### src/rtl/sram_wr_pkg.sv
package sram_wr_pkg;

  typedef enum logic [1:0] {
    PH_IDLE    = 2'd0,
    PH_SETUP   = 2'd1,
    PH_STROBE  = 2'd2,
    PH_RECOVER = 2'd3
  } phase_t;

  function automatic int imax(input int a, input int b);
    return (a > b) ? a : b;
  endfunction

  // Whole cycles covering t_ns, never fewer than one.
  function automatic int ns_to_cyc(input int t_ns, input int clk_ns);
    int c;
    c = (t_ns + clk_ns - 1) / clk_ns;
    if (c < 1) c = 1;
    return c;
  endfunction

  function automatic int strobe_cyc(input int pwe_ns, input int clk_ns);
    return ns_to_cyc(pwe_ns, clk_ns);
  endfunction

  // Cycles that address, data and enables must lead the strobe's rising edge.
  function automatic int lead_cyc(input int sd_ns, input int aw_ns,
                                  input int sce_ns, input int clk_ns);
    return ns_to_cyc(imax(sd_ns, imax(aw_ns, sce_ns)), clk_ns);
  endfunction

  function automatic int setup_cyc(input int lead, input int strobe);
    return imax(1, lead - strobe);
  endfunction

  function automatic int recover_cyc(input int wc_ns, input int clk_ns,
                                     input int setup, input int strobe);
    return imax(1, ns_to_cyc(wc_ns, clk_ns) - setup - strobe);
  endfunction

  function automatic int cnt_width(input int n);
    return imax(1, $clog2(n + 1));
  endfunction

endpackage

### src/rtl/sram_wr_timer.sv
module sram_wr_timer #(
  parameter int CNT_W = 4
) (
  input  logic             clk,
  input  logic             rst_n,
  input  logic             load,
  input  logic [CNT_W-1:0] load_val,
  output logic             last
);

  logic [CNT_W-1:0] cnt;

  // Loading N makes 'last' rise in the N-th cycle of the new phase.
  always_ff @(posedge clk or negedge rst_n) begin
    if (!rst_n) begin
      cnt <= '0;
    end else if (load) begin
      cnt <= load_val - CNT_W'(1);
    end else if (cnt != '0) begin
      cnt <= cnt - CNT_W'(1);
    end
  end

  assign last = (cnt == '0);

endmodule

### src/rtl/sram_wr_ctrl.sv
module sram_wr_ctrl
  import sram_wr_pkg::*;
#(
  parameter int CNT_W     = 4,
  parameter int SETUP_N   = 1,
  parameter int STROBE_N  = 2,
  parameter int RECOVER_N = 1
) (
  input  logic             clk,
  input  logic             rst_n,
  input  logic             req,
  input  logic             last,
  output phase_t           phase,
  output phase_t           phase_nxt,
  output logic             load,
  output logic [CNT_W-1:0] load_val,
  output logic             accept,
  output logic             finish
);

  localparam logic [CNT_W-1:0] SETUP_V   = CNT_W'(SETUP_N);
  localparam logic [CNT_W-1:0] STROBE_V  = CNT_W'(STROBE_N);
  localparam logic [CNT_W-1:0] RECOVER_V = CNT_W'(RECOVER_N);

  always_comb begin
    phase_nxt = phase;
    load      = 1'b0;
    load_val  = '0;
    accept    = 1'b0;
    finish    = 1'b0;
    unique case (phase)
      PH_IDLE: begin
        if (req) begin
          accept    = 1'b1;
          phase_nxt = PH_SETUP;
          load      = 1'b1;
          load_val  = SETUP_V;
        end
      end
      PH_SETUP: begin
        if (last) begin
          phase_nxt = PH_STROBE;
          load      = 1'b1;
          load_val  = STROBE_V;
        end
      end
      PH_STROBE: begin
        if (last) begin
          phase_nxt = PH_RECOVER;
          load      = 1'b1;
          load_val  = RECOVER_V;
        end
      end
      PH_RECOVER: begin
        if (last) begin
          finish    = 1'b1;
          phase_nxt = PH_IDLE;
        end
      end
      default: phase_nxt = PH_IDLE;
    endcase
  end

  always_ff @(posedge clk or negedge rst_n) begin
    if (!rst_n) phase <= PH_IDLE;
    else        phase <= phase_nxt;
  end

endmodule

### src/rtl/sram_wr_pins.sv
module sram_wr_pins
  import sram_wr_pkg::*;
#(
  parameter int ADDR_W = 13,
  parameter int DATA_W = 8
) (
  input  logic              clk,
  input  logic              rst_n,
  input  logic              accept,
  input  logic              finish,
  input  phase_t            phase_nxt,
  input  logic [ADDR_W-1:0] req_addr,
  input  logic [DATA_W-1:0] req_data,
  output logic [ADDR_W-1:0] mem_addr,
  output logic [DATA_W-1:0] mem_data,
  output logic              ce_lo_n,
  output logic              ce_hi,
  output logic              we_n,
  output logic              done,
  output logic              ready
);

  logic busy_nxt;
  assign busy_nxt = (phase_nxt != PH_IDLE);

  // Every pin comes from a flop; the address and data only load on acceptance.
  always_ff @(posedge clk or negedge rst_n) begin
    if (!rst_n) begin
      mem_addr <= '0;
      mem_data <= '0;
      ce_lo_n  <= 1'b1;
      ce_hi    <= 1'b0;
      we_n     <= 1'b1;
      done     <= 1'b0;
      ready    <= 1'b1;
    end else begin
      if (accept) begin
        mem_addr <= req_addr;
        mem_data <= req_data;
      end
      ce_lo_n <= !busy_nxt;
      ce_hi   <= busy_nxt;
      we_n    <= (phase_nxt != PH_STROBE);
      done    <= finish;
      ready   <= !busy_nxt;
    end
  end

endmodule

### src/rtl/sram_wr_seq.sv
module sram_wr_seq
  import sram_wr_pkg::*;
#(
  parameter int ADDR_W    = 13,
  parameter int DATA_W    = 8,
  parameter int CLK_NS    = 5,
  parameter int T_PWE_NS  = 8,
  parameter int T_SD_NS   = 8,
  parameter int T_AW_NS   = 10,
  parameter int T_SCE_NS  = 10,
  parameter int T_WC_NS   = 12
) (
  input  logic              clk,
  input  logic              rst_n,
  input  logic              wr_req,
  input  logic [ADDR_W-1:0] wr_addr,
  input  logic [DATA_W-1:0] wr_data,
  output logic              wr_ready,
  output logic              wr_done,
  output logic [ADDR_W-1:0] mem_addr,
  output logic [DATA_W-1:0] mem_data,
  output logic              mem_ce_n,
  output logic              mem_ce,
  output logic              mem_we_n
);

  localparam int STROBE_N  = strobe_cyc(T_PWE_NS, CLK_NS);
  localparam int LEAD_N    = lead_cyc(T_SD_NS, T_AW_NS, T_SCE_NS, CLK_NS);
  localparam int SETUP_N   = setup_cyc(LEAD_N, STROBE_N);
  localparam int RECOVER_N = recover_cyc(T_WC_NS, CLK_NS, SETUP_N, STROBE_N);
  localparam int CNT_W     = cnt_width(imax(SETUP_N, imax(STROBE_N, RECOVER_N)));

  // Named internal events, visible to the bound checker.
  phase_t           phase;
  phase_t           phase_nxt;
  logic             ev_accept;
  logic             ev_finish;
  logic             ev_phase_last;
  logic             tmr_load;
  logic [CNT_W-1:0] tmr_val;

  sram_wr_timer #(.CNT_W(CNT_W)) u_timer (
    .clk      (clk),
    .rst_n    (rst_n),
    .load     (tmr_load),
    .load_val (tmr_val),
    .last     (ev_phase_last)
  );

  sram_wr_ctrl #(
    .CNT_W     (CNT_W),
    .SETUP_N   (SETUP_N),
    .STROBE_N  (STROBE_N),
    .RECOVER_N (RECOVER_N)
  ) u_ctrl (
    .clk       (clk),
    .rst_n     (rst_n),
    .req       (wr_req),
    .last      (ev_phase_last),
    .phase     (phase),
    .phase_nxt (phase_nxt),
    .load      (tmr_load),
    .load_val  (tmr_val),
    .accept    (ev_accept),
    .finish    (ev_finish)
  );

  sram_wr_pins #(.ADDR_W(ADDR_W), .DATA_W(DATA_W)) u_pins (
    .clk       (clk),
    .rst_n     (rst_n),
    .accept    (ev_accept),
    .finish    (ev_finish),
    .phase_nxt (phase_nxt),
    .req_addr  (wr_addr),
    .req_data  (wr_data),
    .mem_addr  (mem_addr),
    .mem_data  (mem_data),
    .ce_lo_n   (mem_ce_n),
    .ce_hi     (mem_ce),
    .we_n      (mem_we_n),
    .done      (wr_done),
    .ready     (wr_ready)
  );

endmodule

### config.mk
export PLATFORM = sky130hd
export DESIGN_NAME = sram_wr_seq
export DESIGN_NICKNAME = d
export VERILOG_FILES = /design/src/rtl/sram_wr_pkg.sv /design/src/rtl/sram_wr_timer.sv /design/src/rtl/sram_wr_ctrl.sv /design/src/rtl/sram_wr_pins.sv /design/src/rtl/sram_wr_seq.sv
export SDC_FILE = /design/constraint.sdc
export NUM_CORES = 1
export LEC_CHECK = 0
export BUFFER_PORTS_ARGS = -buffer_cell sky130_fd_sc_hd__clkbuf_2
export CAP_MARGIN = 30
export CORE_MARGIN = 2
export CORE_UTILIZATION = 48
export DETAILED_ROUTE_END_ITERATION = 8
export GPL_TIMING_DRIVEN = 0
export PLACE_DENSITY = 0.75
export SYNTH_ARGS = -nofsm -noshare
export SYNTH_HDL_FRONTEND = slang
export SYNTH_HIERARCHICAL = 1
export SYNTH_SLANG_ARGS = --single-unit
### constraint.sdc
create_clock -name clk -period 2 [get_ports clk]
set_input_delay 0.2 -clock clk [delete_from_list [all_inputs] [get_ports clk]]
set_output_delay 0.2 -clock clk [all_outputs]
set_load 0.05 [all_outputs]
==> metrics.yaml <==
status: "finished clean"
synthFlopType: "dfrtp_1"
synth_edf_count: 0
num-fill-cells: 206
synth_nets: 121
cts_root_buf: "clkbuf_4"
critPathMaxFanout: 10
cts_tree: "done"
drtIter0Drc: 24
initial_core_util_pct: 49.23
start_kind: "flip-flop"
cts_resized: 0
dp_hpwl_um: 1714
timing.fmax_ghz: 0.6247
hold_viol: 0
clock-sinks: 29
coreArea_mm2: 0.002686
finalCritPeriodShare_pct: 80.04
via_count: 861
grtUsageTotal_pct: 16.29
grt_pass1_wl_um: 3843
antenna_found_initial: 0
cpMostUsedCell: "inv_1"
dr.pass1.iters: 4
mostFrequentLayoutCells: "clkbuf_2 (49), dfrtp_1 (27), mux2_4 (20), ha_1 (7), nand2_1 (6)"
ios: 50
finalSetupViolations: 0
drv_slew: 0
max_slew.worst_pin.slew_ns: 0.6599
grt_pass1_vias: 836
cts.htree.levels: 2
cp-startpoint: "u_ctrl/phase[0]"
post-cts-setup-buffers: 0
finalSetupTns_ns: 0
clk_pin_slew_ns: 0.09
die_width_um: 56.49
hp-start: "wr_addr[4]"
end_kind: "flip-flop"
hold_class: "in2reg"
critPathSlowestCell: "dfrtp_1"
gp_congestion: 0.8261
area.growth.synth_to_final_pct: 28.67
crit_required_ns: 2.20
syn_area_mm2: 0.001323
fin_nets: 178
ys_ff_latch: 29
min_period_ns: 1.601
clkLatencyLatePin_ns: 0.32
skew_ns: 0.006410
drc: 0
worst-setup-path-type: "reg2reg"
grt_max_degree: 30
post_route_cells_drive_above_1_share_pct: 58.11
n_antenna_cell: 0
placementRows: 19
ant_nets: 0
synth_cell_types: 21
die_h_um: 56.49
arrival_ns: 1.81
synth_area_per_cell_um2: 14.69
ys_seq_area_share_pct: 55.06
cts_hold_buffers: 1
r2r-start: "u_ctrl/phase[0]"
overflow: 0
yosysWarnings: 6
drv_cap: 0
post_drt_wl_per_cell_um: 12.80
crit_chain: "inv_1 > ha_1 > nand2_1 > inv_1 > buf_6 > mux2_4"
rsz0062_at_grt: "no"
cp_slowest_stage_delay_ns: 0.44
die_area_mm2: 0.003191
cts-buffers-inserted: 5
async_flop_share_pct: 100.0
postSynthCellCount: 90
portBuffers: 49
wirelength_um: 2292
clock_tree.buffer_depth: 2
routed_via_density: 4.810
final_common_cell: "clkbuf_2"
maxSlewHeadroom_pct: 56.01
-- state kept, by name (all words and copies together), names as in the netlist --
name             cells
u_ctrl/phase         2
u_pins/ce_hi         1
u_pins/ce_lo_n       1
u_pins/done          1
u_pins/mem_addr     13
u_pins/mem_data      8
u_pins/we_n          1
u_timer/cnt          2
-- routing by layer --
layer	GRT usage, %	part of all wire (%)	vias to the layer above	wire (um)
li1	-	-	417	-
met1	20.82	44	406	1004
met2	24.42	47	33	1075
met3	6.452	7.4	5	169
met4	7.143	1.8	0	42
met5	0	0	-	0
-- worst max-delay path: cells and delay by family (launching register included) --
kind	cells	cell delay [ns]
flip-flops	1	0.44
AND/OR/NAND/NOR	1	0.08
multiplexers	1	0.31
buffers and inverters	3	0.50
adder cells (fa/ha/maj)	1	0.16
-- synthesized netlist by cell type (2+ instances only) --
cell type	number	area share, %
nand2_1	6	1.7
a21oi_1	4	1.5
mux2i_1	2	1.5
dfrtp_1	27	51
nor2_1	5	1.4
dfstp_2	2	4.0
buf_6	2	1.7
nand2b_1	2	0.95
mux2_4	20	23
ha_1	7	6.6
inv_1	3	0.85
-- area by class of cell --
| cell class | count | area, um2 | share of cell area (%) |
|---|---|---|---|
| timing repair buffer | 50 | 255.2 | 15.00 |
| clock inverter | 1 | 30.03 | 1.765 |
| tap | 31 | 38.79 | 2.279 |
| clock buffer | 7 | 55.05 | 3.235 |
| buffer | 3 | 30.03 | 1.765 |
| multi-input combinational | 54 | 549.3 | 32.28 |
| inverter | 4 | 15.01 | 0.8824 |
| sequential | 29 | 728.2 | 42.79 |
-- stage by stage --
| stage | util (%) | setup slack (ns) | instances | hold slack, ns | cell area (um2) |
|---|---|---|---|---|---|
| 2_1_floorplan | - | 0.5416 | 90 | -0.09559 | 1323 |
| 3_3_place_gp | 59.80 | 0.4244 | 170 | 0.2574 | 1607 |
| 3_5_place_dp | 59.80 | 0.3858 | 170 | 0.2693 | 1607 |
| 4_1_cts | 63.34 | 0.3866 | 179 | 0.08810 | 1702 |
| 5_1_grt | 63.34 | 0.2861 | 179 | 0.08663 | 1702 |
| 6_report | 63.34 | 0.3993 | 179 | 0.1083 | 1702 |
-- final timing paths --
path | end | slack [ns] | cells past startpoint
max | u_pins/mem_addr[10] | 0.40 | 6
min | u_pins/mem_addr[4] | 0.11 | 2
max reg2reg | u_pins/mem_addr[10] | 0.40 | 6
min reg2reg | u_pins/mem_addr[4] | 0.52 | 1
max in group asynchronous | u_pins/ce_hi | 1.14 | 2
min in group asynchronous | u_pins/mem_data[6] | 0.43 | 2
-- cell families after synthesis --
family | synth area share, %
AOI/OAI and AO/OA | 4.068
xor gates and xnor gates | 0.6624
adders and majority gates | 6.622
buffers and inverters | 3.406
DFF | 55.06
muxes | 25.07
and+or+nand+nor | 5.109
Power is not shown: default switching activity piles up to over one toggle a cycle in this logic, so the estimate is an artifact.
